--- config.mk ---
export PLATFORM = sky130hd
export DESIGN_NAME = alu8_datapath
export DESIGN_NICKNAME = d
export VERILOG_FILES = /design/src/rtl/alu8_pkg.sv /design/src/rtl/alu8_operands.sv /design/src/rtl/alu8_core.sv /design/src/rtl/alu8_hold.sv /design/src/rtl/alu8_datapath.sv
export SDC_FILE = /design/constraint.sdc
export NUM_CORES = 1
export LEC_CHECK = 0
export ABC_CLOCK_PERIOD_IN_PS = 1300
export BUFFER_PORTS_ARGS = -buffer_cell sky130_fd_sc_hd__buf_4
export CAP_MARGIN = 0
export CORE_UTILIZATION = 51
export DETAILED_ROUTE_END_ITERATION = 10
export PLACE_DENSITY = 0.84
export SLEW_MARGIN = 20
export SYNTH_ARGS = -nofsm -noshare
export SYNTH_HDL_FRONTEND = slang
export SYNTH_HIERARCHICAL = 1
export SYNTH_SLANG_ARGS = --single-unit
--- constraint.sdc ---
create_clock -name clk -period 1.3 [get_ports clk]
set_input_delay 0.26 -clock clk [delete_from_list [all_inputs] [get_ports clk]]
set_output_delay 0.26 -clock clk [all_outputs]
set_load 0.05 [all_outputs]
--- src/rtl/alu8_pkg.sv ---
package alu8_pkg;

  // Source feeding the A-side operand register
  typedef enum logic [1:0] {
    AI_ACC  = 2'b00,
    AI_ADR  = 2'b01,
    AI_HOLD = 2'b10,
    AI_ZERO = 2'b11
  } ai_src_e;

  // Carry-in source into the core
  typedef enum logic [1:0] {
    CI_ZERO  = 2'b00,
    CI_FLAG  = 2'b01,
    CI_ONE   = 2'b10,
    CI_ZERO2 = 2'b11
  } cin_sel_e;

  // One-hot operation selects from the control decoder
  typedef struct packed {
    logic sum;
    logic andl;
    logic xorl;
    logic orl;
    logic shr;
  } op_sel_t;

  typedef struct packed {
    logic c;
    logic v;
    logic h;
  } alu_flags_t;

  localparam int unsigned NIB_W     = 4;
  localparam int unsigned BCD_LIMIT = 9;
  localparam int unsigned BCD_FIX   = 6;

endpackage

--- src/rtl/alu8_operands.sv ---
module alu8_operands
  import alu8_pkg::*;
#(
  parameter int unsigned W = 8
) (
  input  logic         clk,
  input  logic         rst_n,
  input  logic         ai_ld,
  input  logic [1:0]   ai_src,
  input  logic [W-1:0] acc_in,
  input  logic [W-1:0] adr_in,
  input  logic [W-1:0] hold_in,
  input  logic         bi_ld,
  input  logic         bi_inv,
  input  logic         bi_from_acc,
  input  logic [W-1:0] dat_in,
  output logic [W-1:0] ai_q,
  output logic [W-1:0] bi_q
);

  logic [W-1:0] ai_d;
  logic [W-1:0] bi_d;
  logic [W-1:0] bi_base;

  // Next-state for the A side
  always_comb begin
    ai_d = ai_q;
    if (ai_ld) begin
      unique case (ai_src_e'(ai_src))
        AI_ACC:  ai_d = acc_in;
        AI_ADR:  ai_d = adr_in;
        AI_HOLD: ai_d = hold_in;
        AI_ZERO: ai_d = '0;
        default: ai_d = '0;
      endcase
    end
  end

  // Next-state for the B side: byte or its complement
  always_comb begin
    bi_base = bi_from_acc ? acc_in : dat_in;
    bi_d    = bi_q;
    if (bi_ld) begin
      bi_d = bi_inv ? ~bi_base : bi_base;
    end
  end

  always_ff @(posedge clk or negedge rst_n) begin
    if (!rst_n) begin
      ai_q <= '0;
      bi_q <= '0;
    end else begin
      ai_q <= ai_d;
      bi_q <= bi_d;
    end
  end

  assert_ai_keep_R7: assert property (@(posedge clk) disable iff (!rst_n)
    !ai_ld |=> $stable(ai_q));

  assert_bi_keep_R7: assert property (@(posedge clk) disable iff (!rst_n)
    !bi_ld |=> $stable(bi_q));

  assert_ai_feedback_R7: assert property (@(posedge clk) disable iff (!rst_n)
    (ai_ld && ai_src == 2'b10) |=> ai_q == $past(hold_in));

  assert_bi_invert_R6: assert property (@(posedge clk) disable iff (!rst_n)
    (bi_ld && bi_inv && !bi_from_acc) |=> bi_q == ~$past(dat_in));

endmodule

--- src/rtl/alu8_core.sv ---
module alu8_core
  import alu8_pkg::*;
#(
  parameter int unsigned W = 8
) (
  input  logic [W-1:0] ai,
  input  logic [W-1:0] bi,
  input  op_sel_t      op,
  input  logic [1:0]   cin_sel,
  input  logic         c_flag,
  input  logic         dec_mode,
  output logic [W-1:0] res,
  output alu_flags_t   flg
);

  localparam int unsigned NN = W / NIB_W;

  logic          cin;
  logic [NN:0]   nib_c;       // carry into each nibble
  logic [NN-1:0] nib_msb;     // bit 3 of each uncorrected nibble sum
  logic [W-1:0]  sum_res;
  logic          sum_ovf;

  // Carry-in multiplexer
  always_comb begin
    unique case (cin_sel_e'(cin_sel))
      CI_ZERO:  cin = 1'b0;
      CI_FLAG:  cin = c_flag;
      CI_ONE:   cin = 1'b1;
      CI_ZERO2: cin = 1'b0;
      default:  cin = 1'b0;
    endcase
  end

  assign nib_c[0] = cin;

  // Nibble-sliced adder; each slice optionally applies decimal correction
  for (genvar k = 0; k < NN; k++) begin : g_nib
    logic [NIB_W:0]   raw;
    logic             fix;
    assign raw = {1'b0, ai[k*NIB_W +: NIB_W]}
               + {1'b0, bi[k*NIB_W +: NIB_W]}
               + {{NIB_W{1'b0}}, nib_c[k]};
    assign fix = dec_mode && (raw > (NIB_W+1)'(BCD_LIMIT));
    assign nib_c[k+1] = dec_mode ? fix : raw[NIB_W];
    assign nib_msb[k] = raw[NIB_W-1];
    assign sum_res[k*NIB_W +: NIB_W] = raw[NIB_W-1:0]
                                     + (fix ? NIB_W'(BCD_FIX) : '0);
  end

  assign sum_ovf = (ai[W-1] == bi[W-1]) && (nib_msb[NN-1] != ai[W-1]);

  // Operation selection
  always_comb begin
    res = '0;
    flg = '0;
    if (op.sum) begin
      res   = sum_res;
      flg.c = nib_c[NN];
      flg.v = sum_ovf;
      flg.h = nib_c[1];
    end else if (op.andl) begin
      res = ai & bi;
    end else if (op.xorl) begin
      res = ai ^ bi;
    end else if (op.orl) begin
      res = ai | bi;
    end else if (op.shr) begin
      res   = {cin, ai[W-1:1]};
      flg.c = ai[0];
    end
  end

endmodule

--- src/rtl/alu8_hold.sv ---
module alu8_hold
  import alu8_pkg::*;
#(
  parameter int unsigned W = 8
) (
  input  logic         clk,
  input  logic         rst_n,
  input  logic         ld,
  input  logic [W-1:0] res_d,
  input  alu_flags_t   flg_d,
  output logic [W-1:0] res_q,
  output alu_flags_t   flg_q
);

  logic [W-1:0] res_n;
  alu_flags_t   flg_n;

  always_comb begin
    res_n = res_q;
    flg_n = flg_q;
    if (ld) begin
      res_n = res_d;
      flg_n = flg_d;
    end
  end

  // cleared while reset is applied
  always_ff @(posedge clk or negedge rst_n) begin
    if (!rst_n) begin
      res_q <= '0;
      flg_q <= '0;
    end else begin
      res_q <= res_n;
      flg_q <= flg_n;
    end
  end

  assert_hold_keep_R11: assert property (@(posedge clk) disable iff (!rst_n)
    !ld |=> ($stable(res_q) && $stable(flg_q)));

  assert_hold_take_R11: assert property (@(posedge clk) disable iff (!rst_n)
    ld |=> (res_q == $past(res_d) && flg_q == $past(flg_d)));

endmodule

--- src/rtl/alu8_datapath.sv ---
module alu8_datapath
  import alu8_pkg::*;
#(
  parameter int unsigned W = 8   // must be a multiple of 4
) (
  input  logic         clk,
  input  logic         rst_n,
  input  logic [W-1:0] acc_in,
  input  logic [W-1:0] adr_in,
  input  logic [W-1:0] dat_in,
  input  logic         c_flag,
  input  logic         ai_ld,
  input  logic [1:0]   ai_src,
  input  logic         bi_ld,
  input  logic         bi_inv,
  input  logic         bi_from_acc,
  input  logic         sel_sum,
  input  logic         sel_and,
  input  logic         sel_xor,
  input  logic         sel_or,
  input  logic         sel_shr,
  input  logic [1:0]   cin_sel,
  input  logic         dec_mode,
  input  logic         hold_ld,
  output logic [W-1:0] result,
  output logic         carry_out,
  output logic         overflow,
  output logic         half_carry
);

  logic [1:0]   rst_sync;
  logic         rst_int_n;
  logic [W-1:0] ai_q;
  logic [W-1:0] bi_q;
  logic [W-1:0] core_res;
  alu_flags_t   core_flg;
  alu_flags_t   held_flg;
  op_sel_t      op;

  // Asynchronous assert, clocked release
  always_ff @(posedge clk or negedge rst_n) begin
    if (!rst_n) rst_sync <= 2'b00;
    else        rst_sync <= {rst_sync[0], 1'b1};
  end
  assign rst_int_n = rst_sync[1];

  assign op = '{sum: sel_sum, andl: sel_and, xorl: sel_xor, orl: sel_or, shr: sel_shr};

  alu8_operands #(.W(W)) u_operands (
    .clk         (clk),
    .rst_n       (rst_int_n),
    .ai_ld       (ai_ld),
    .ai_src      (ai_src),
    .acc_in      (acc_in),
    .adr_in      (adr_in),
    .hold_in     (result),
    .bi_ld       (bi_ld),
    .bi_inv      (bi_inv),
    .bi_from_acc (bi_from_acc),
    .dat_in      (dat_in),
    .ai_q        (ai_q),
    .bi_q        (bi_q)
  );

  alu8_core #(.W(W)) u_core (
    .ai       (ai_q),
    .bi       (bi_q),
    .op       (op),
    .cin_sel  (cin_sel),
    .c_flag   (c_flag),
    .dec_mode (dec_mode),
    .res      (core_res),
    .flg      (core_flg)
  );

  alu8_hold #(.W(W)) u_hold (
    .clk   (clk),
    .rst_n (rst_int_n),
    .ld    (hold_ld),
    .res_d (core_res),
    .flg_d (core_flg),
    .res_q (result),
    .flg_q (held_flg)
  );

  assign carry_out  = held_flg.c;
  assign overflow   = held_flg.v;
  assign half_carry = held_flg.h;

  assert_sel_onehot_R1: assert property (@(posedge clk) disable iff (!rst_int_n)
    $onehot0({sel_sum, sel_and, sel_xor, sel_or, sel_shr}));

  assert_noop_zero_R1: assert property (@(posedge clk) disable iff (!rst_int_n)
    !(sel_sum || sel_and || sel_xor || sel_or || sel_shr) |-> (core_res == '0 && core_flg == '0));

  assert_bin_add_R2: assert property (@(posedge clk) disable iff (!rst_int_n)
    (sel_sum && !dec_mode && cin_sel == 2'b00)
      |-> {core_flg.c, core_res} == ({1'b0, ai_q} + {1'b0, bi_q}));

  assert_forced_cin_R5: assert property (@(posedge clk) disable iff (!rst_int_n)
    (sel_sum && !dec_mode && cin_sel == 2'b10)
      |-> {core_flg.c, core_res} == ({1'b0, ai_q} + {1'b0, bi_q} + (W+1)'(1)));

  assert_logic_flags_R8: assert property (@(posedge clk) disable iff (!rst_int_n)
    (sel_and || sel_xor || sel_or) |-> core_flg == '0);

  assert_shift_carry_R9: assert property (@(posedge clk) disable iff (!rst_int_n)
    sel_shr |-> (core_flg.c == ai_q[0] && !core_flg.v && !core_flg.h));

endmodule

==> flow_metrics.tcl, run 1 <==
set metrics [dict create \
    run_status "finished, violations left" \
    failed_checks "negative setup slack" \
    synth.yosys.seq_area_share_pct 29.0 \
    first_iter_violations 218 \
    worst_path_max_delay_cell "fa_2" \
    cts_tree "yes" \
    post_synth_num_cell_types 41 \
    initial_antenna_violation_count 0 \
    initial_core_util_pct 52.9 \
    ys_dominant_reg_cell "dfrtp_1" \
    postSynth.asyncResetShare_pct 100 \
    number_of_buffers_on_the_longest_clock_path 2 \
    worst_hold_slack_ns 0.244 \
    design.die.area_um2 5180 \
    combPwrFrac_pct 65.0 \
    finish.utilization_pct 77.8 \
    yosys_warn_count 6 \
    finalCritPeriodShare_pct 307 \
    leading_area_contributor_after_synthesis "dfrtp_1" \
    setup.worst_path.end_class "flop" \
    skew_ns 0.00239 \
    cts_sinks 29 \
    pre_cts_slack_ns -2.90 \
    syn_nets 321 \
    remaining_drc_errors 0 \
    floorplan.die.height_um 72.0 \
    route.detailed.vias_per_inst 5.57 \
    power_per_cell_area_nw_per_um2 1840 \
    grt_first_pass_wirelength_um 12200 \
    rows 25 \
    synth_area_in_simple_gates_pct 11.5 \
    total_leakage_power_nw 1.81 \
    clk_root_buffer_cell "clkbuf_8" \
    critical_path.top_delay_family "adder cells" \
    largest_net_degree_at_the_start_of_global_routing 28 \
    dpl.hpwl_um 5240 \
    gr-usage-all-layers_pct 31.0 \
    setup_slack_ns -2.69 \
    synth_area_leaders "dfrtp_1 (29%), ha_1 (9.0%), mux2i_1 (8.0%)" \
    worst_path_most_repeated_cell "fa_2" \
    power.switching_fraction_pct 41.1 \
    crit_path_max_fanout 2 \
    path_clk_slew_ns 0.07 \
    clock_power_share_pct 14.8 \
    finalInstanceArea_um2 3680 \
    detailroute.via_count 2369 \
    num_io_pins 53 \
    required_ns 1.47 \
    p_int_mw 3.99 \
    synthDominantCellAreaShare_pct 29.0 \
    core_region_area_um2 4720 \
    fin_nets 423 \
    post_synth_top_cells "dfrtp_1 (29), inv_1 (26), nand2_1 (21)" \
    grt_pass1_vias 2422 \
    critPathMaxStageDelay_ns 0.52 \
    mappedNetlistArea_um2 2500 \
    clock_insertion_delay_worst_skew_ns 0.28 \
    detail_route.first_pass.iterations 4 \
    finalSetupViolCount 11 \
    timing.critical_path.from_type "flop" \
    rsz0062_at_grt "true" \
    worst_hold_path_type "in -> reg" \
    fillCellCount 286 \
    worstPathBufferInverterCount 4 \
    worstSetupPathType "reg -> reg" \
    yosys_register_bits 29 \
    max_freq_mhz 251 \
    synthToLayoutAreaGrowth_pct 47.1 \
    post_drt_wl_per_cell_um 18.0 \
    tritoncts.num_buffers 5 \
    synth-compound-area-share_pct 13.9 \
    synth_mux_area_share_pct 18.1 \
    peakVddDrop_v 0.00132 \
    synthMostInstantiatedCell "dfrtp_1" \
    cp_cell_sequence "inv_2, fa_2, inv_2, fa_2, nand2b_4, nand2_4, o21ba_4, fa_2, inv_2, fa_2, a21oi_2, o21bai_1, nand2_1, buf_4, o21a_1, fa_2, xnor3_1, a22oi_2, mux2_4" \
    gp_routability_congestion 0.888 \
    antenna_cells 0 \
    yosys.area_share.xor_xnor_pct 6.36 \
    report.final.slew_viol_count 0 \
    detailed_place.area_um2 3330 \
    power.sequential.fraction_pct 20.2 \
    grt-ovfl-total 0 \
    chipWidth_um 72.0 \
    number_of_max_capacitance_violations_reported 0 \
    synthAdderAreaFrac_pct 13.8 \
    buffer_ports.inserted 52 \
    syn-mean-instance-area_um2 9.80 \
    crit_path_dat_ns 4.16 \
    count_of_flip_flops_with_a_built_in_enable_after_synthesis 0 \
    cts_max_level 2 \
    wirelength_um 7670 \
    synthesis.instances 255 \
    netSwitchingPower_mw 2.78 \
    synth_top_family_by_area "multiplexers" \
    timing.final.crit_period_ns 3.99 \
    detail-route-antenna-nets 0 \
    drive_gt1_share_pct 52.2 \
    finalHoldViolCount 0 \
]
[worst reg2reg max path, cell delays in order (launching register included)]
cell	delay, ns
dfrtp_1	0.39
inv_2	0.09
fa_2	0.22
inv_2	0.04
fa_2	0.52
nand2b_4	0.13
nand2_4	0.05
o21ba_4	0.19
fa_2	0.36
inv_2	0.07
fa_2	0.24
a21oi_2	0.07
o21bai_1	0.20
nand2_1	0.16
buf_4	0.17
o21a_1	0.12
fa_2	0.35
xnor3_1	0.22
a22oi_2	0.05
mux2_4	0.26
[power by group through the flow]
stage / combinational [mW] / clock [mW] / sequential (mW)
after detailed placement: 3.64 / 0 / 1.37
after global routing: 4.69 / 1.05 / 1.40
after CTS: 4.14 / 1.00 / 1.37
after floorplan: 1.80 / 0 / 1.89
final: 4.40 / 0.999 / 1.37
after global placement: 3.53 / 0 / 1.36
[worst paths after layout]
check                                    from                  to  slack, ns  depth (start not counted)
max                        u_operands/ai_q[0]     u_hold/res_q[7]      -2.69                         19
min                                 adr_in[1]  u_operands/ai_q[1]       0.24                          3
max reg2reg                u_operands/ai_q[0]     u_hold/res_q[7]      -2.69                         19
min reg2reg                       rst_sync[1]  u_operands/bi_q[7]       0.25                          1
max in group asynchronous         rst_sync[1]     u_hold/flg_q[0]       0.79                          1
min in group asynchronous         rst_sync[1]  u_operands/bi_q[7]       0.25                          1
[placed cells by master, fill, tap and decap left out, types with 9 or more instances in the layout]
| cell | synthesis | final |
|---|---|---|
| buf_4 | 0 | 104 |
| nand2_1 | 21 | 17 |
| mux2i_1 | 20 | 20 |
| mux2_4 | 10 | 11 |
| dfrtp_1 | 29 | 29 |
| a31oi_1 | 9 | 9 |
| xnor2_1 | 13 | 10 |
| a21oi_1 | 17 | 13 |
| ha_1 | 18 | 15 |
| inv_1 | 26 | 20 |
[flip-flops by register name (all words and copies together) (netlist names)]
signal / cells
u_hold/flg_q: 3
u_operands/ai_q: 8
u_operands/bi_q: 8
u_hold/res_q: 8
rst_sync: 2
[kinds of logic after synthesis]
group                    after synthesis
buffers and inverters                 39
other                                  1
AO/OA/AOI/OAI                         52
XOR/XNOR                              15
flip-flops                            29
AND/OR/NAND/NOR                       56
multiplexers                          39
adder cells (fa/ha/maj)               24
[timing repair]
item                                    4_1_cts  5_1_grt
endpoints found under the hold margin         2        0
endpoints found under the setup margin       11       11
buffers inserted                              7        4
hold buffers                                  1        0
pin swaps                                     9        9
resized for setup                            26       12
gates cloned                                  0        0
[layout make-up]
class | instances | area, um2 | area share, %
clock inverters | 2 | 37.5 | 1.02
multi-input cells | 187 | 1820 | 49.4
flip-flops and latches | 29 | 726 | 19.7
inverters | 26 | 97.6 | 2.65
clock buffers | 6 | 82.6 | 2.25
well taps | 67 | 83.8 | 2.28
repair buffers | 108 | 833 | 22.7
[stage by stage]
step / power (mW) / instances / TNS (ns)
finish: 6.77 / 425 / -17.82
global route: 7.14 / 425 / -18.75
CTS: 6.51 / 425 / -17.49
detailed placement: 5.01 / 411 / -20.64
global placement: 4.89 / 411 / -20.02
floorplan: 3.69 / 255 / -17.44
[metal layers]
layer	routed length [um]	GRT usage, %
met1	3180	41.0
met2	3790	50.8
met3	502	5.56
met4	189	12.0
met5	0	0
Note: power is estimated with default switching activity, not from simulation.
==> inputs of run 2 (changes only) <==
--- a/config.mk
+++ b/config.mk
@@ -5,6 +5,7 @@
 export SDC_FILE = /design/constraint.sdc
 export NUM_CORES = 1
 export LEC_CHECK = 0
+export ABC_AREA = 1
 export ABC_CLOCK_PERIOD_IN_PS = 1300
 export BUFFER_PORTS_ARGS = -buffer_cell sky130_fd_sc_hd__buf_4
 export CAP_MARGIN = 0
==> run 2 against run 1 <==
Compared with the run above:
- area after synthesis up 7.4%
- critical path depth up 6
- count of clock-buffer cells in the layout up 1
- cell count up 36%
- register-to-register slack better by 0.06 ns
- highest routed layer unchanged
- the run still ends with negative setup slack left
==> flow_metrics.tcl, run 2 <==
set metrics [dict create \
    fin_nets 573 \
    synthMostInstantiatedCell "nand2_1" \
    antenna_cells 0 \
    grt_first_pass_wirelength_um 12400 \
    worst_r2r_endpoint "u_hold/res_q[6]" \
    finalSetupViolCount 11 \
    design.die.area_um2 5560 \
    gr-usage-all-layers_pct 29.8 \
    timing.critical_path.from_type "flop" \
    crit_path_max_fanout 2 \
    total_leakage_power_nw 2.10 \
    clock_insertion_delay_worst_skew_ns 0.28 \
    synthesis.instances 409 \
    num_io_pins 53 \
    synthToLayoutAreaGrowth_pct 38.7 \
    rsz0062_at_grt "true" \
    worstSetupPathType "reg -> reg" \
    ff2ff_path_depth 25 \
    leading_area_contributor_after_synthesis "dfrtp_1" \
    dpl.hpwl_um 5900 \
    drive_gt1_share_pct 34.1 \
    max_freq_mhz 255 \
    worst_path_max_delay_cell "fa_2" \
    timing.critical_path.depth 25 \
    skew_ns 0.00963 \
    finalHoldViolCount 0 \
    tritoncts.num_buffers 5 \
    critical_path.top_delay_family "adder cells" \
    floorplan.die.height_um 74.5 \
    most_common_cell_after_layout_fill_and_taps_aside "nand2_1" \
    rows 26 \
    layoutNonFillerInstCount 578 \
    initial_antenna_violation_count 0 \
    grt-ovfl-total 0 \
    setup_slack_ns -2.63 \
    detail-route-antenna-nets 0 \
    top_regs "u_hold/res_q: 8 flops, u_operands/ai_q: 8 flops, u_operands/bi_q: 8 flops" \
    mappedNetlistArea_um2 2680 \
    gp_routability_congestion 0.983 \
    yosys_register_bits 29 \
    required_ns 1.48 \
    postSynth.asyncResetShare_pct 100 \
    run_status "finished, violations left" \
    count_of_flip_flops_with_a_built_in_enable_after_synthesis 0 \
    number_of_max_capacitance_violations_reported 0 \
    clk_root_buffer_cell "clkbuf_8" \
    synth_area_leaders "dfrtp_1 (27%), nand2_1 (21%), nand3_1 (9.1%)" \
    ys_dominant_reg_cell "dfrtp_1" \
    report.final.slew_viol_count 0 \
    synth.yosys.seq_area_share_pct 27.0 \
    route.detailed.vias_per_inst 5.24 \
    synthDominantCellAreaShare_pct 27.0 \
    wirelength_um 7890 \
    finalCritPeriodShare_pct 302 \
    post_synth_top_cells "nand2_1 (147), inv_1 (53), nand3_1 (49)" \
    number_of_buffers_on_the_longest_clock_path 2 \
    buffer_ports.inserted 52 \
    fillCellCount 433 \
    peakVddDrop_v 0.000718 \
    timing.final.crit_period_ns 3.93 \
    detailroute.via_count 3030 \
    dp.cells 563 \
    worst_path_most_repeated_cell "inv_2" \
    syn_nets 475 \
    worst_hold_path_type "reg -> async" \
    post_drt_wl_per_cell_um 13.6 \
    worstPathBufferInverterCount 7 \
    grt_pass1_vias 2776 \
    first_iter_violations 231 \
    critPathMaxStageDelay_ns 0.53 \
    most-common-layout-cells "nand2_1 (142), buf_4 (98), nand3_1 (46)" \
    detail_route.first_pass.iterations 5 \
    core_region_area_um2 5070 \
    initial_core_util_pct 52.9 \
    failed_checks "negative setup slack" \
    largest_net_degree_at_the_start_of_global_routing 28 \
    chipWidth_um 74.5 \
    syn-mean-instance-area_um2 6.56 \
    reg2reg_from "u_operands/ai_q[0]" \
    yosys_warn_count 6 \
    crit_path_dat_ns 4.10 \
    remaining_drc_errors 0 \
    path_clk_slew_ns 0.07 \
    post_synth_num_cell_types 28 \
    cts_tree "yes" \
    power_per_cell_area_nw_per_um2 1340 \
    timing.reg2reg.setup_slack_ns -2.63 \
    setup-tns-final_ns -17.95 \
    cts_sinks 29 \
    cts_max_level 2 \
    setup.worst_path.end_class "flop" \
]
## run 2: cell types whose count changed in the layout (fill, tap and decap cells not counted), moves of 11 or more
| cell | delta |
|---|---|
| inv_1 | +23 |
| mux2_4 | -11 |
| mux2i_1 | -20 |
| nand2_1 | +125 |
| nand2_2 | +14 |
| nand3_1 | +46 |
| nor2_1 | +25 |
## run 2: worst reg2reg max path, stage by stage (launching register included)
cell	delay, ns
dfrtp_1	0.37
inv_2	0.06
fa_2	0.38
inv_2	0.08
fa_2	0.44
o21ai_1	0.15
inv_1	0.07
nand2_2	0.07
nand2_2	0.06
inv_2	0.06
fa_2	0.19
inv_2	0.05
fa_2	0.53
o21bai_4	0.12
nand3_2	0.08
nand2_2	0.08
nand2_2	0.06
inv_2	0.06
ha_4	0.12
inv_2	0.03
fa_2	0.51
nand2_1	0.04
o31ai_1	0.06
a31oi_1	0.06
nand2_1	0.06
nand2_1	0.05
## run 2: what timing repair did
action,in CTS,in global routing
setup buffers,9,4
resized for setup,25,13
pin swaps,8,10
hold endpoints to repair,2,0
hold buffers,1,0
endpoints found under the setup margin,11,11
## run 2: kinds of logic after synthesis
family                     count (synthesis)  synth area share (%)
AOI/OAI and AO/OA                         30                  6.81
DFF                                       29                  27.0
buffers and inverters                     73                  12.3
other                                      1                 0.140
adders and majority gates                 24                  12.9
and+or+nand+nor                          252                  40.8
## run 2: how the worst max path moves through the flow
stage | end | slack, ns | start
final | u_hold/res_q[6] | -2.63 | u_operands/ai_q[0]
after global routing | u_hold/res_q[6] | -2.84 | u_operands/ai_q[0]
after CTS | u_hold/res_q[6] | -2.58 | u_operands/ai_q[0]
after detailed placement | u_hold/res_q[6] | -2.69 | cin_sel[0]
after global placement | u_hold/res_q[6] | -2.55 | cin_sel[0]
after floorplan | u_hold/res_q[6] | -2.47 | u_operands/ai_q[0]
## run 2: power by group
part           total [mW]  switching, mW  internal [mW]  leakage (nW)
clock network       0.965          0.341          0.624        0.0585
registers            1.20          0.147           1.06         0.351
logic                2.80           1.56           1.24          1.69
## run 2: metal layers
metal	track usage, %	vias to the layer above	share of wire (%)
met5	0	-	0
met4	12.8	0	1.9
met3	5.15	22	5.9
met2	51.1	144	50
met1	36.8	1397	42
li1	-	1467	-
## run 2: layout make-up
cell class                 count  area, um2  area share, %
inverter                      60        230           6.18
clock buffer                   7       86.3           2.32
clock inverter                 1       30.0          0.807
multi-input combinational    307       1760           47.3
timing repair buffer         104        802           21.5
sequential                    29        726           19.5
tap                           70       87.6           2.35
## run 2: through the flow
stage | cell area [um2] | utilization [%] | power, mW | setup WS (ns) | hold slack, ns
floorplan | 2690 | - | 2.66 | -2.47 | -0.0356
global placement | 3410 | 67.2 | 3.45 | -2.55 | 0.0423
detailed placement | 3410 | 67.2 | 3.52 | -2.69 | 0.0439
CTS | 3690 | 72.7 | 4.77 | -2.58 | 0.236
global route | 3720 | 73.3 | 5.27 | -2.84 | 0.265
finish | 3720 | 73.3 | 4.97 | -2.63 | 0.227
